## src/rtl/psync_pkg.sv

```systemverilog
package psync_pkg;
  typedef enum logic {
    LOAD_AT_BOUNDARY = 1'b0,
    LOAD_IMMEDIATE   = 1'b1
  } load_mode_e;

  function automatic logic any_set(input logic [31:0] v);
    return |v;
  endfunction
endpackage

```

## src/rtl/psync_edge_detect.sv

```systemverilog
module psync_edge_detect #(
  parameter int N_LINES = 3,
  parameter int STAGES  = 2
) (
  input  logic               clk,
  input  logic               rst,
  input  logic [N_LINES-1:0] line_i,
  output logic [N_LINES-1:0] evt_o
);
  localparam int TOP = STAGES - 1;

  for (genvar g = 0; g < N_LINES; g++) begin : g_line
    logic [STAGES-1:0] chain_q;
    logic              prev_q;

    always_ff @(posedge clk) begin
      if (rst) begin
        chain_q <= '0;
        prev_q  <= 1'b0;
      end else begin
        chain_q <= {chain_q[STAGES-2:0], line_i[g]};
        prev_q  <= chain_q[TOP];
      end
    end

    assign evt_o[g] = chain_q[TOP] & ~prev_q;

    // an edge event lasts one cycle only
    assert_evt_single_R3: assert property (@(posedge clk) disable iff (rst)
      evt_o[g] |=> !evt_o[g]);
  end
endmodule

```

## src/rtl/psync_trig_regs.sv

```systemverilog
module psync_trig_regs #(
  parameter int N_LINES   = 3,
  parameter int DATA_W    = 8,
  parameter int ADDR_W    = 2,
  parameter int CTRL_ADDR = 0
) (
  input  logic               clk,
  input  logic               rst,
  input  logic               wr_en,
  input  logic [ADDR_W-1:0]  wr_addr,
  input  logic [DATA_W-1:0]  wr_data,
  input  logic [N_LINES-1:0] hw_hit_i,
  input  logic               sw_done_i,
  output logic [N_LINES-1:0] arm_o,
  output logic               sw_o
);
  localparam int SW_POS = N_LINES;

  logic wr_hit;
  assign wr_hit = wr_en && (wr_addr == ADDR_W'(CTRL_ADDR));

  always_ff @(posedge clk) begin
    if (rst) begin
      arm_o <= '0;
      sw_o  <= 1'b0;
    end else if (wr_hit) begin
      arm_o <= wr_data[N_LINES-1:0];
      sw_o  <= wr_data[SW_POS];
    end else begin
      arm_o <= arm_o & ~hw_hit_i;
      sw_o  <= sw_o & ~sw_done_i;
    end
  end

  for (genvar g = 0; g < N_LINES; g++) begin : g_chk
    // a consumed trigger disarms its own bit
    assert_hit_clears_R5: assert property (@(posedge clk) disable iff (rst)
      (hw_hit_i[g] && !wr_en) |=> !arm_o[g]);
    // a set-write wins over the clear
    assert_write_wins_R6: assert property (@(posedge clk) disable iff (rst)
      (wr_hit && wr_data[g]) |=> arm_o[g]);
  end

  // a set-write of the software bit wins over its completion
  assert_sw_write_wins_R8: assert property (@(posedge clk) disable iff (rst)
    (wr_hit && wr_data[SW_POS]) |=> sw_o);
  // completion clears the software bit
  assert_sw_done_clears_R7: assert property (@(posedge clk) disable iff (rst)
    (sw_done_i && !wr_en) |=> !sw_o);
endmodule

```

## src/rtl/psync_load_ctrl.sv

```systemverilog
module psync_load_ctrl #(
  parameter int N_LINES = 3
) (
  input  logic               clk,
  input  logic               rst,
  input  logic [N_LINES-1:0] hw_hit_i,
  input  logic               sw_req_i,
  input  logic               boundary_i,
  input  logic               mode_i,
  output logic               sw_done_o,
  output logic               load_o,
  output logic               reinit_o
);
  import psync_pkg::*;

  logic pend_q;
  logic req;
  logic fire;
  load_mode_e mode;

  assign mode      = load_mode_e'(mode_i);
  assign req       = pend_q | (|hw_hit_i) | sw_req_i;
  assign fire      = req && ((mode == LOAD_IMMEDIATE) || boundary_i);
  assign sw_done_o = fire & sw_req_i;

  always_ff @(posedge clk) begin
    if (rst) begin
      pend_q   <= 1'b0;
      load_o   <= 1'b0;
      reinit_o <= 1'b0;
    end else begin
      pend_q   <= fire ? 1'b0 : (pend_q | (|hw_hit_i));
      load_o   <= fire;
      reinit_o <= fire && (mode == LOAD_IMMEDIATE);
    end
  end

  // in boundary mode a load follows a boundary cycle
  assert_load_at_boundary_R9: assert property (@(posedge clk) disable iff (rst)
    (load_o && !$past(mode_i)) |-> $past(boundary_i));
  // a reinitialization pulse always comes with a load
  assert_reinit_with_load_R10: assert property (@(posedge clk) disable iff (rst)
    reinit_o |-> load_o);
  // a boundary-mode load leaves nothing pending behind it
  assert_one_load_R11: assert property (@(posedge clk) disable iff (rst)
    (load_o && !reinit_o && !$past(mode_i)) |-> !pend_q);
endmodule

```

## src/rtl/psync_trigger_ctrl.sv

```systemverilog
module psync_trigger_ctrl #(
  parameter int N_LINES   = 3,
  parameter int STAGES    = 2,
  parameter int DATA_W    = 8,
  parameter int ADDR_W    = 2,
  parameter int CTRL_ADDR = 0
) (
  input  logic                 clk,
  input  logic                 rst,
  input  logic                 wr_en,
  input  logic [ADDR_W-1:0]    wr_addr,
  input  logic [DATA_W-1:0]    wr_data,
  input  logic [N_LINES-1:0]   hw_trig_i,
  input  logic                 boundary_i,
  input  logic                 reinit_mode_i,
  output logic                 load_o,
  output logic                 reinit_o,
  output logic [N_LINES:0]     trig_o
);
  logic [N_LINES-1:0] evt;
  logic [N_LINES-1:0] arm;
  logic [N_LINES-1:0] hit;
  logic               sw_bit;
  logic               sw_done;

  psync_edge_detect #(.N_LINES(N_LINES), .STAGES(STAGES)) u_edge (
    .clk(clk), .rst(rst), .line_i(hw_trig_i), .evt_o(evt)
  );

  assign hit = evt & arm;

  psync_trig_regs #(
    .N_LINES(N_LINES), .DATA_W(DATA_W), .ADDR_W(ADDR_W), .CTRL_ADDR(CTRL_ADDR)
  ) u_regs (
    .clk(clk), .rst(rst), .wr_en(wr_en), .wr_addr(wr_addr), .wr_data(wr_data),
    .hw_hit_i(hit), .sw_done_i(sw_done), .arm_o(arm), .sw_o(sw_bit)
  );

  psync_load_ctrl #(.N_LINES(N_LINES)) u_load (
    .clk(clk), .rst(rst), .hw_hit_i(hit), .sw_req_i(sw_bit),
    .boundary_i(boundary_i), .mode_i(reinit_mode_i),
    .sw_done_o(sw_done), .load_o(load_o), .reinit_o(reinit_o)
  );

  assign trig_o = {sw_bit, arm};

  // a disarmed line never disarms or sets anything
  assert_disarmed_quiet_R4: assert property (@(posedge clk) disable iff (rst)
    (evt != '0 && arm == '0 && !sw_bit && !wr_en) |=> (trig_o == '0));
endmodule

```

## config.mk

```make
export PLATFORM = sky130hd
export DESIGN_NAME = psync_trigger_ctrl
export DESIGN_NICKNAME = d
export VERILOG_FILES = /design/src/rtl/psync_pkg.sv /design/src/rtl/psync_edge_detect.sv /design/src/rtl/psync_trig_regs.sv /design/src/rtl/psync_load_ctrl.sv /design/src/rtl/psync_trigger_ctrl.sv
export SDC_FILE = /design/constraint.sdc
export NUM_CORES = 1
export LEC_CHECK = 0
export BUFFER_PORTS_ARGS = -buffer_cell sky130_fd_sc_hd__buf_4
export CAP_MARGIN = 20
export CORE_UTILIZATION = 43
export CTS_CLUSTER_SIZE = 10
export DETAILED_ROUTE_END_ITERATION = 7
export HOLD_SLACK_MARGIN = 0.03
export PLACE_DENSITY_LB_ADDON = 0.12
export SYNTH_ARGS = -nofsm -noshare
export SYNTH_HDL_FRONTEND = slang
export SYNTH_SLANG_ARGS = --single-unit
```

## constraint.sdc

```tcl
create_clock -name clk -period 1.25 [get_ports clk]
set_input_delay 0.25 -clock clk [delete_from_list [all_inputs] [get_ports clk]]
set_output_delay 0.25 -clock clk [all_outputs]
set_load 0.01 [all_outputs]
```

==> impl_results.md, run 1 <==
* Ys Warns at 0
* Setup Fix Bufs, Post-CTS at 0
* Die area at 1450 um^2
* Total grt overflow at 0
* Final hold viol count at 0
* Hpwl dp at between 700 and 800 um
* Most common cell after layout, fill and taps aside: buf_4
* Post-synthesis cell count at 53
* Via count at between 400 and 500
* Port-buffer cells at 19
* Leak pwr at 0.319 nW
* CTS tree: done
* DRC Markers at 0
* Rows at 12
* Maximum clock frequency at about 860 MHz
* Max transition margin at between 70% and 80%
* H-tree depth at 1
* Worst VDD drop at around 0.71 mV
* Post-CTS resize count at 0
* Die span in x at 38.0 um
* Clock Latency Late Sink at 0.28 ns
* Iteration-0 DRC Markers at 4
* Pwr/cell area at about 1200 nW/um^2
* Largest net degree at the start of global routing at 17
* Num ports at 24
* Synth Cell Area at roughly 560 um^2
* Cells on worst reg2reg path at 3
* Sequential share of power at 56.9%
* Clock skew at ~0.0064 ns
* Final ANT Viol Nets at 0
* Worst Path Arrival at between 1 and 1.5 ns
* CP max stage cell: a2111oi_4
* Clock Power Share at approximately a third
* Sequential area share after synthesis at 57.4%
* # diodes at 0
* Setup TNS at 0 ns
* Area Overhead vs Synth at 34.5%
* WL/cell at roughly 11 um
* Clock Pin Slew Worst Setup and Hold Paths at ~0.090 ns
* Sw Pwr at 0.186 mW
* Crit path cell chain: and3b_1 -> a2111oi_4 -> a21oi_1
* Leading area contributor after synthesis: dfxtp_1
* Worst EP required at between 1 and 1.5 ns
* Compound-Gate Fraction of Synth Area at a little over a tenth
* Yosys reg bits at 16
* Internal Dissipation at approximately 0.75 mW
* Min Tclk post-route at 1.16 ns
* CP Buf/Inv Count at 0
* GRT Resource Usage Total at between 15 and 20%
* Crit share post-route at approximately 93%
* Vias in the first global route at a little over 400
* Critical path launch point type: flop
* First-pass GRT wire length at approximately 1600 um
* Syn Area/Cell at approximately 11 um^2
* Worst-Margin Slew at 0.324 ns
* Critical path endpoint category: flop
* CTS Root Cell: clkbuf_4
* Count of pins over their slew limit at 0
* Critical path depth in cells at 3
* Comb pwr share at about 8.3%
* Initial core utilization at between 40% and 50%
* Most frequent cells in the layout: buf_4, dfxtp_1, nor2b_1
* Clock Tree Buf Depth at 2
* Yosys top cell area share at between 50% and 60%
* Switching fraction of total power at 19.8%
* Critical path type: reg2reg
* RSZ-0062 raised after global routing: no
* Net Count, Synth at just over 70
* Crit-path leading delay family: compound AO/OA/AOI/OAI gates
* Area contributors post-synth: dfxtp_1, nor2b_1, a2111oi_4, a21oi_1, nand2b_1
* Post-Synth XOR/XNOR Area at 0%
* Post-synthesis mux area share at 0%
* Status: finished clean
* Share of layout cells above drive strength 1 at about 33%
* Finished Layout Cells at 89
* Filler instances at 97
* Crit path max fanout at 3
* Pre-antenna DRT Iters at 2
* Antenna violations before repair at 0
* Maxcap violations at 0
* GP Congestion at just under 0.7
* Final wirelength at between 900 and 1000 um
* Post-Synth Adder-Cell Area at 0%
* Core ar. at 1160 um^2
* Placed cell count at 85
* CP max stage delay at 0.38 ns
* Largest family of logic cells by synthesized area: simple AND/OR/NAND/NOR gates
* Hold Crit Class: in2reg
* Cts hold-fix bufs at 0
* Simple-gate share of the synthesized area at about 30%
* Die Span Y at between 30 and 40 um
* Count of cell types in the netlist at 17
* Clock tree sinks at 16
* Hold Path Stages at 2
* Final nets at 94
* Vias per Instance at 4.90
* CTS Buf Count at 3
* Setup violators final at 0
## registers in the layout (all words and copies together), names as in the netlist
name	flops
u_edge.g_line.chain_q	6
u_edge.g_line.prev_q	3
u_regs.arm_o	3
u_load.load_o	1
u_load.pend_q	1
u_load.reinit_o	1
u_regs.sw_o	1
## logic make-up after synthesis
group / Yosys count
and+or+nand+nor: 27
DFF: 16
AOI/OAI and AO/OA: 7
buffers and inverters: 3
## layer usage
metal	up-vias	global-route usage [%]	wire length [um]
met2	15	28.4	534
met3	0	5.23	63
met1	202	16.7	375
li1	219	-	-
met4	0	5.36	0
met5	-	0	0
## synthesized netlist by cell type
cell	count
nor2_1	1
nand3_1	3
and3b_1	2
inv_1	1
nor4_1	1
or3b_1	1
a211oi_1	1
nand2_1	4
nor3b_1	1
buf_4	1
a2111oi_4	1
nand3b_1	1
clkbuf_1	1
nor2b_1	10
a21oi_1	5
dfxtp_1	16
nand2b_1	3
## per-stage QoR
stage / power (mW) / setup WS, ns / hold WS, ns / utilization (%) / area (um^2)
final: 0.937 / 0.0899 / 0.142 / 64.9 / 751
after global routing: 0.975 / 0.0290 / 0.131 / 64.9 / 751
after CTS: 0.947 / 0.0936 / 0.133 / 64.9 / 751
after detailed placement: 0.624 / 0.104 / 0.437 / 61.8 / 714
after global placement: 0.620 / 0.122 / 0.418 / 61.8 / 714
after floorplan: 0.575 / 0.132 / 0.322 / - / 558
## power by group through the flow
stage / logic (mW) / registers (mW) / clock network, mW
2_1_floorplan: 0.0297 / 0.545 / 0
3_3_place_gp: 0.0759 / 0.544 / 0
3_5_place_dp: 0.0785 / 0.545 / 0
4_1_cts: 0.0789 / 0.533 / 0.335
5_1_grt: 0.0850 / 0.535 / 0.355
6_report: 0.0775 / 0.533 / 0.326
## worst paths after layout
path / from / end / slack, ns
worst max-delay path: u_regs.arm_o[1]$_SDFF_PP0_ / u_load.reinit_o$_SDFF_PP0_ / 0.09
worst min-delay path: boundary_i / u_load.pend_q$_SDFF_PP0_ / 0.14
worst max register to register: u_regs.arm_o[1]$_SDFF_PP0_ / u_load.reinit_o$_SDFF_PP0_ / 0.09
worst min register to register: u_edge.g_line[1].chain_q[0]$_SDFF_PP0_ / u_edge.g_line[1].chain_q[1]$_SDFF_PP0_ / 0.45
## area by class of cell
| class | instances | area, um^2 | share of cell area [%] |
|---|---|---|---|
| sequential | 16 | 320 | 42.7 |
| multi-input combinational | 34 | 223 | 29.7 |
| timing repair buffer | 20 | 150 | 20.0 |
| clock buffer | 4 | 36.3 | 4.83 |
| tap | 14 | 17.5 | 2.33 |
| inverter | 1 | 3.75 | 0.500 |
No activity file was read; power rests on OpenSTA's default activity.
==> run 2: changes to the inputs <==
--- a/config.mk
+++ b/config.mk
@@ -12,6 +12,7 @@
 export DETAILED_ROUTE_END_ITERATION = 7
 export HOLD_SLACK_MARGIN = 0.03
 export PLACE_DENSITY_LB_ADDON = 0.12
+export REMOVE_ABC_BUFFERS = 1
 export SYNTH_ARGS = -nofsm -noshare
 export SYNTH_HDL_FRONTEND = slang
 export SYNTH_SLANG_ARGS = --single-unit
==> run 2 against run 1 <==
Against the previous run:
- routed wire length is 4.3% lower
- first-iteration DRC count did not move
- worst hold slack lost 0.0083 ns
- die area is the same
- design area unchanged
- non-clock buffer count did not move
- clock skew is 0.0034 ns lower
- critical path depth is the same
- clock-buffer cell count stayed put
==> impl_results.md, run 2 (synthesis gave the netlist of run 1 again) <==
* Most common cell after layout, fill and taps aside: buf_4
* Worst VDD drop at 0.688 mV (-2.6%)
* Largest register FFs at 6 (unchanged)
* Post-CTS resize count at 0 (unchanged)
* Largest net degree at the start of global routing at 17 (unchanged)
* Core ar. at 1160 um^2 (unchanged)
* Final ANT Viol Nets at 0 (unchanged)
* Port-buffer cells at 19 (unchanged)
* Top Registers: u_edge.g_line.chain_q x6, u_edge.g_line.prev_q x3, u_regs.arm_o x3
* CTS tree: done
* Share of layout cells above drive strength 1 at 33.3% (unchanged)
* Antenna violations before repair at 0 (unchanged)
* Setup violators final at 0 (unchanged)
* Initial core utilization at 48.3% (unchanged)
* Hpwl dp at 660 um (-14%)
* Count of pins over their slew limit at 0 (unchanged)
* GRT Resource Usage Total at 15.7% (about the same)
* Final nets at 94 (unchanged)
* CTS Root Cell: clkbuf_4
* Total grt overflow at 0 (unchanged)
* Leak pwr at 0.319 nW (unchanged)
* Maxcap violations at 0 (unchanged)
* Clock Latency Late Sink at 0.28 ns (about the same)
* CP Buf/Inv Count at 0 (unchanged)
* Iteration-0 DRC Markers at 4 (unchanged)
* Clock Pin Slew Worst Setup and Hold Paths at 0.09 ns (about the same)
* CP max stage delay at 0.37 ns (about the same)
* Crit share post-route at 92.9% (about the same)
* Vias in the first global route at 383 (-7.7%)
* Via count at 419 (-3.9%)
* Die area at 1450 um^2 (unchanged)
* Critical path type: reg2reg
* # diodes at 0 (unchanged)
* Hold Crit Class: in2reg
* DRC Markers at 0 (unchanged)
* Maximum clock frequency at 862 MHz (about the same)
* Min Tclk post-route at 1.16 ns (+0.000669 ns)
* Pre-antenna DRT Iters at 4 (+2)
* CP max stage cell: a2111oi_4
* Clock Tree Buf Depth at 2 (unchanged)
* Max transition margin at 79.2% (+0.75 points)
* Die Span Y at 38.0 um (unchanged)
* H-tree depth at 1 (unchanged)
* Setup Fix Bufs, Post-CTS at 0 (unchanged)
* Final hold viol count at 0 (unchanged)
* Hold WS at 0.134 ns (-0.00831 ns)
* Worst Path Arrival at 1.33 ns (about the same)
* Critical path endpoint category: flop
* Crit path max fanout at 3 (unchanged)
* Area Overhead vs Synth at 34.5% (unchanged)
* Crit-path leading delay family: compound AO/OA/AOI/OAI gates
* Worst EP required at 1.42 ns (about the same)
* RSZ-0062 raised after global routing: no
* CTS Buf Count at 3 (unchanged)
* Die span in x at 38.0 um (unchanged)
* Vias per Instance at 4.71 (-3.9%)
* Critical path launch point type: flop
* Largest reg by FF count: u_edge.g_line.chain_q
* Pwr/cell area at 1260 nW/um^2 (+1.1%)
* Rows at 12 (unchanged)
* Setup TNS at 0 ns (unchanged)
* First-pass GRT wire length at 1550 um (-1.3%)
* Clock tree sinks at 16 (unchanged)
* GP Congestion at 0.676 (-1.1%)
* Status: finished clean
* Num ports at 24 (unchanged)
* Filler instances at 106 (+9.3%)
* WL/cell at 10.5 um (-4.3%)
* Most frequent cells in the layout: buf_4, dfxtp_1, nor2b_1
* Cts hold-fix bufs at 0 (unchanged)
* Clock skew at 0.00295 ns (-0.00342 ns)
* Worst-Margin Slew at 0.312 ns (-0.0113 ns)
* Crit path cell chain: and3b_1 -> a2111oi_4 -> a211oi_1
* Final wirelength at 932 um (-4.3%)
-- run 2: cell counts in the layout (fill, tap and decap cells not counted) --
Identical to the previous run, type by type.
-- run 2: path summary, 6_finish.rpt --
kind                                                  to  cells after the start                                    from  slack (ns)
setup / recovery                u_load.load_o$_SDFF_PP0_                      3              u_regs.arm_o[1]$_SDFF_PP0_        0.09
hold / removal                  u_load.pend_q$_SDFF_PP0_                      2                              boundary_i        0.13
setup reg to reg                u_load.load_o$_SDFF_PP0_                      3              u_regs.arm_o[1]$_SDFF_PP0_        0.09
hold reg to reg   u_edge.g_line[2].chain_q[1]$_SDFF_PP0_                      1  u_edge.g_line[2].chain_q[0]$_SDFF_PP0_        0.45
-- run 2: area by class of cell --
cell class	instances	area, um^2	area share, %
well taps	14	17.5	2.33
clock buffers	4	36.3	4.83
flip-flops and latches	16	320	42.7
repair buffers	20	150	20.0
multi-input cells	34	223	29.7
inverters	1	3.75	0.500
-- run 2: where the power goes --
group | internal, mW | leakage (nW) | switching [mW]
Combinational | 0.0480 | 0.168 | 0.0290
Clock | 0.177 | 0.0210 | 0.160
Sequential | 0.526 | 0.131 | 0.00710
-- run 2: stage by stage --
step | utilization (%) | setup WS [ns] | cell area [um^2] | total power, mW | std cells
6_report | 64.9 | 0.0893 | 751 | 0.947 | 89
5_1_grt | 64.9 | 0.0374 | 751 | 0.995 | 89
4_1_cts | 64.9 | 0.0818 | 751 | 0.962 | 89
3_5_place_dp | 61.8 | 0.100 | 714 | 0.623 | 85
3_3_place_gp | 61.8 | 0.118 | 714 | 0.621 | 85
2_1_floorplan | - | 0.133 | 547 | 0.570 | 51
-- run 2: per-layer routing --
metal	global-route usage [%]	vias up	share of wire (%)
li1	-	220	-
met1	21.5	179	49
met2	21.6	18	44
met3	3.49	2	5.5
met4	10.7	0	0.75
met5	0	-	0
-- run 2: worst register-to-register path: stages, from the launching register on --
cell,delay (ns)
dfxtp_1,0.33
and3b_1,0.21
a2111oi_4,0.37
a211oi_1,0.13
